File: src/rtl/seq_counter_pkg.sv
package seq_counter_pkg;
  localparam int unsigned CODE_W = 3;
  typedef logic [CODE_W-1:0] code_t;
  localparam code_t FIRST_CODE = code_t'(1);

  // Successor on the cycle; unused codes fold into the cycle member above them.
  function automatic code_t succ(input code_t c);
    code_t r;
    case (c)
      code_t'(0): r = code_t'(1);
      code_t'(1): r = code_t'(3);
      code_t'(2): r = code_t'(3);
      code_t'(3): r = code_t'(4);
      code_t'(4): r = code_t'(5);
      code_t'(5): r = code_t'(7);
      code_t'(6): r = code_t'(7);
      default:    r = code_t'(1);
    endcase
    return r;
  endfunction
endpackage

File: src/rtl/seq_next_logic.sv
module seq_next_logic
  import seq_counter_pkg::*;
(
  input  code_t cur,
  input  logic  adv,
  input  logic  pre,
  input  code_t pre_val,
  output code_t nxt
);
  always_comb begin
    if (pre)      nxt = pre_val;
    else if (adv) nxt = succ(cur);
    else          nxt = cur;
  end
endmodule

File: src/rtl/seq_state_reg.sv
module seq_state_reg #(
  parameter int unsigned W = 3,
  parameter logic [W-1:0] INIT = '0
) (
  input  logic         clk,
  input  logic         rst,
  input  logic [W-1:0] d,
  output logic [W-1:0] q
);
  for (genvar i = 0; i < W; i++) begin : g_bit
    always_ff @(posedge clk) begin
      if (rst) q[i] <= INIT[i];
      else     q[i] <= d[i];
    end
  end
endmodule

File: src/rtl/seq_counter.sv
module seq_counter
  import seq_counter_pkg::*;
(
  input  logic              clk,
  input  logic              rst,
  input  logic              cnt_en,
  input  logic              load_en,
  input  logic [CODE_W-1:0] load_val,
  output logic [CODE_W-1:0] count
);
  code_t state_q;
  code_t state_d;

  seq_next_logic u_next (
    .cur     (state_q),
    .adv     (cnt_en),
    .pre     (load_en),
    .pre_val (load_val),
    .nxt     (state_d)
  );

  seq_state_reg #(.W(CODE_W), .INIT(FIRST_CODE)) u_reg (
    .clk (clk),
    .rst (rst),
    .d   (state_d),
    .q   (state_q)
  );

  assign count = state_q;
endmodule

File: config.mk
export PLATFORM = sky130hd
export DESIGN_NAME = seq_counter
export DESIGN_NICKNAME = d
export VERILOG_FILES = /design/src/rtl/seq_counter_pkg.sv /design/src/rtl/seq_next_logic.sv /design/src/rtl/seq_state_reg.sv /design/src/rtl/seq_counter.sv
export SDC_FILE = /design/constraint.sdc
export NUM_CORES = 1
export LEC_CHECK = 0
export BUFFER_PORTS_ARGS = -buffer_cell sky130_fd_sc_hd__buf_2
export CAP_MARGIN = 20
export CORE_AREA = 2 2 39 41
export DETAILED_ROUTE_END_ITERATION = 12
export DIE_AREA = 0 0 41 43
export PLACE_DENSITY = 0.3
export SLEW_MARGIN = 20
export SYNTH_ARGS = -nofsm -noshare
export SYNTH_HDL_FRONTEND = slang
export SYNTH_HIERARCHICAL = 1
export SYNTH_SLANG_ARGS = --single-unit
File: constraint.sdc
create_clock -name clk -period 1.8 [get_ports clk]
set_input_delay 0 -clock clk [delete_from_list [all_inputs] [get_ports clk]]
set_output_delay 0 -clock clk [all_outputs]
set_load 0.01 [all_outputs]
=== Word-level counts from Yosys, hierarchy flattened ===
Index checks and enable logic that the tools add are counted.

* Muxes and demuxes: 3
* Shift-type cells: 0
* Reductions and logical operators: 3
* $mul: 0
* Add/subtract/negate cells: 0
* Bitwise operators: 0
* Eq/ne operators: 6
* Div/mod/pow operators: 0
* $lt $le $gt $ge: 0

{| class="wikitable"
|+ Operator list
! cell !! count
|-
| one-hot mux 3 bit (4 select lines) || 1
|-
| == test 3 bit, second input constant || 3
|-
| == test 3 x 2 -> 1 bit, second input constant || 2
|-
| 2-to-1 mux 3 bit || 2
|-
| OR reduction 2 bit || 2
|-
| == test 3 x 1 -> 1 bit, second input constant || 1
|-
| nonzero test 2 bit || 1
|}

* Output and inout port bits: 3
* Bits of input ports: 7
* Bits in latches: 0
* Memories kept: 0
* RAM bits: 0
* Word-level logic and storage cells: 15
* Memory bits (read-only): 0
* Bits in registers: 3

=== Longest topological paths before layout ===
* Word-level depth: 5
* Depth in mapped cells: 4
* Depth with buffers taken out: 4

=== Modules after synthesis ===
Netlist, hierarchy kept.

{| class="wikitable"
|+ Modules (own cells, without submodules)
! module !! times used !! area each (sq um) !! cells an instance !! sequential area each (sq um)
|-
| seq_state_reg || 1 || 78.8 || 6 || 60.1
|-
| seq_next_logic || 1 || 63.8 || 11 || 0.0
|}

=== Worst setup path after synthesis ===
OpenSTA, ideal clock, no wires.

* Path kind: flip-flop to flip-flop
* Start: register u_reg.q[0]
* End: register u_reg.q[0]
* Library setup time: 0.120 ns
* Path slack: 0.783 ns
* Period minus slack after synthesis: 1.017 ns
* Path buffers: 0
* Cell stages (with the launch flop): 5
* Required time: 1.680 ns
* Arrival: 0.897 ns
* Cell sequence: dfxtp_1 > nand3_2 > o22ai_1 > o21ai_0 > or2_1

* Word-level cells in the longest chain between the ends: 5
* Elaborated cells between the ends (all ways): 11
* Classes of those cells: eq/ne (6); mux (3); reduce/logical (2)

{| class="wikitable"
|+ RTL lines
! item !! line !! source
|-
| start: declaration || seq_state_reg.sv:8 || <nowiki>output logic [W-1:0] q</nowiki>
|-
| start signal: indexed assignment || seq_state_reg.sv:12 || <nowiki>if (rst) q[i] <= INIT[i];</nowiki>
|-
| start signal: indexed assignment || seq_state_reg.sv:13 || <nowiki>else q[i] <= d[i];</nowiki>
|-
| == test 3 bit (tied with other cells) || seq_counter_pkg.sv:9 || <nowiki>case (c)</nowiki>
|-
| OR reduction 2 bit (no source line) || n/a ||
|-
| one-hot mux 3 bit (4 select lines) (*) || seq_counter_pkg.sv:9 ||
|-
| 2-to-1 mux 3 bit (*) || seq_next_logic.sv:12 || <nowiki>else if (adv) nxt = succ(cur);</nowiki>
|-
| 2-to-1 mux 3 bit (*) || seq_next_logic.sv:11 || <nowiki>if (pre) nxt = pre_val;</nowiki>
|-
| named net state_d[0] || seq_counter.sv:12 || <nowiki>code_t state_d;</nowiki>
|}

Mark *: on every way through the listed nets, which the timed path passes. The rest lies on a longest branch. The select of a mux whose other input is x is not followed.
A chain may end at the register's enable or synchronous reset.

=== Final worst setup path ===
Same ends and word-level chain as after synthesis.

==> impl_results.md <==
- Measured slew at the worst slew-check pin: 0.174 ns
- Reg2reg setup slack: 0.76 ns
- Net switching power figure: 54.7 uW
- Die W: 41 um
- Yosys reg bits: 3
- Max clock buf depth: 2
- Final nets: 39
- Clk slew on worst S/H paths: 0.03 ns
- Top cell type's share of synthesized area: 0.421
- CP max stage delay: 0.37 ns
- Maximum fanout along the worst path: 4
- Post-DP HPWL: 304 um
- Design area: 244 um^2
- Initial antenna violation count: 0
- Status: completed
- Slowest cell on the critical path: dfxtp_1
- Vias in the first global route: 162
- Global route total overflow: 0
- Reg area: 60.1 um^2
- Syn nets: 24
- Worst slack, placed: 0.758 ns
- Met3 WL post-DR: 46 um
- Peak VDD IR: 228 uV
- Synth top cells by count: nand2_1 (4), dfxtp_1 (3), nor2b_1 (2), o21ai_1 (2), xor2_1 (2)
- Mapped cell area: 143 um^2
- Drt first pass iters: 1
- # rows: 14
- Boundary pin count: 10
- Area of the multi-input gates: 82.6 um^2
- # diodes: 0
- Number of synthesized flops with an enable pin: 0
- WS Path Type: flop to flop
- Post-route worst setup slack: 0.756 ns
- Min-Delay Startpoint: load_val[0]
- Ordered list of cells on the worst path: nand3_2, o22ai_1, o21ai_0, or2_1
- Fin. max-slew vios: 0
- Critical path origin: u_reg/q[0]
- Clock Latency Late Sink: 0.23 ns
- Cells after synthesis: 17
- Cell-internal power: 173 uW
- CTS tree: done
- Sequential group share of total power: 0.337
- Drt initial violations: 0
- Number of fill cells: 163
- Num CTS Buffers: 3
- Hold Path Class: primary input to flop
- Top reg by flops: u_reg/q
- GRT Overall Usage: 0.0512
- R2R Path Start: u_reg/q[0]
- Met2 Routed Length: 142 um
- Vias per inst: 3.43
- Top Metal Used: met4
- RSZ-0062 raised after global routing: no
- Critical path arrival: 1.16 ns
- TritonCTS Sinks: 3
- Top-count cell post-synth: nand2_1
- Maxcap violations: 0
- Placed cell areas: 208 um^2
- Slew HR: 0.883
- Sequential cell area fraction in the yosys report: 0.421
- Sw Share: 0.240
- Max reg flops: 3
- Placer Congestion: 0.590
- First-pass GRT wire length: 552 um
- Largest net degree at the start of global routing: 7
- Final hold slack: 0.0948 ns
- Root Driver: clkbuf_4
- Worst clock skew: 0.00171 ns
- Met1 WL: 150 um
- Ys async rst share: 0
- Effective utilization at floorplan: 0.103
- Worst EP required: 1.92 ns
- R2r worst-path depth: 4
- Routed Wire Length: 355 um
- Clock power share: 0.516
- Crit. End Element: flop
- Critical Path End: u_reg/q[0]
- Buf+Inv Stages, Crit Path: 0
- # DRC: 0
- Post-route antenna net violation count: 0
- Cell count along the critical path: 4
- Delay-heaviest family, CP: flip-flops
- Static Leak: 0.113 nW
- Count of cell types in the netlist: 9
- Core area: 1380 um^2
- Final Cycle Share: 0.580
- Final setup vio count: 0
- Combinational share of power: 0.147
- Post-CTS setup buffer count: 0
- Biggest regs: u_reg/q: 3 flops
- Chip Height: 43 um
- Largest area contributor in the netlist: dfxtp_1
- Synth Flop Type: dfxtp_1
- Minimum clock period: 1.04 ns
- Achievable frequency: 0.958 GHz
- Port Buffers: 9
- Top cells by area, synth: dfxtp_1 (42%), xor2_1 (12%), nand2_1 (11%)
- R2R Path End: u_reg/q[0]
- Fin. Hold Viols: 0
- Share of cells above drive strength 1: 0.419
- Area added between synthesis and finish: 71.1%
- Pwr dens: 933 nW/um^2
- Die Area: 1760 um^2
- Synth Area per Inst: 8.39 um^2
- Cts repair resizes: 0
- CTS H-tree lvls: 1
- DR WL/cell: 7.55 um
- Startpoint Class: flop
- Ys Warns: 6
- DR vias: 161
- Setup total negative slack: 0 ns
==> cell type report <==
| cell class | instances | share of cell area |
|---|---|---|
| Clock buffer | 4 | 0.108 |
| Multi-Input combinational cell | 14 | 0.338 |
| Sequential cell | 3 | 0.246 |
| Tap cell | 16 | 0.0821 |
| Timing Repair Buffer | 10 | 0.226 |
==> metal layers <==
metal,up-vias,track usage
li1,84,-
met1,67,0.0545
met2,8,0.0656
met3,2,0.0209
met4,0,0.0600
met5,-,0
==> what timing repair did <==
item                                    4_1_cts  5_1_grt
hold buffers                                  1        0
hold endpoints to repair                      3        0
endpoints found under the setup margin        0        0
==> logic make-up after synthesis <==
group | synth area share
xor gates and xnor gates | 0.123
AOI/OAI and AO/OA | 0.149
DFF | 0.421
and+or+nand+nor | 0.307
==> worst min-delay path by stage <==
| stage | endpoint | slack (ns) | depth (start not counted) |
|---|---|---|---|
| finish | u_reg/q[0] | 0.09 | 4 |
| global route | u_reg/q[0] | 0.11 | 4 |
| CTS | u_reg/q[0] | 0.09 | 4 |
| detailed placement | u_reg/q[1] | 0.19 | 2 |
| global placement | u_reg/q[2] | 0.19 | 2 |
| floorplan | u_reg/q[1] | 0.07 | 1 |
==> stage by stage <==
| step | total power, mW | std cells | utilization |
|---|---|---|---|
| finish | 0.228 | 47 | 0.176 |
| global route | 0.242 | 47 | 0.176 |
| global placement | 0.110 | 42 | 0.150 |
| floorplan | 0.0933 | 17 | - |
| CTS | 0.235 | 47 | 0.176 |
| detailed placement | 0.110 | 42 | 0.150 |
==> tightest hold or removal path, delay by kind of cell <==
family	cells	cell delay [ns]
and+or+nand+nor	2	0.14
buffers and inverters	1	0.08
AOI/OAI and AO/OA	1	0.08
==> power groups by stage <==
stage	combinational [mW]	clock, mW	sequential, mW
floorplan	0.0136	0	0.0798
global placement	0.0323	0	0.0780
detailed placement	0.0324	0	0.0778
CTS	0.0342	0.124	0.0768
global route	0.0370	0.128	0.0776
finish	0.0335	0.117	0.0766
==> placed cells by master, fill, tap and decap left out <==
| master | n |
|---|---|
| xor2_1 | 2 |
| o21ai_1 | 2 |
| nor2b_1 | 2 |
| dfxtp_1 | 3 |
| clkbuf_1 | 1 |
| o21ai_0 | 1 |
| nand2_1 | 4 |
| nand3_2 | 1 |
| buf_2 | 9 |
| dlygate4sd3_1 | 1 |
| o22ai_1 | 1 |
| or2_1 | 1 |
| clkbuf_4 | 3 |
Power figures use the tool's default switching activity.
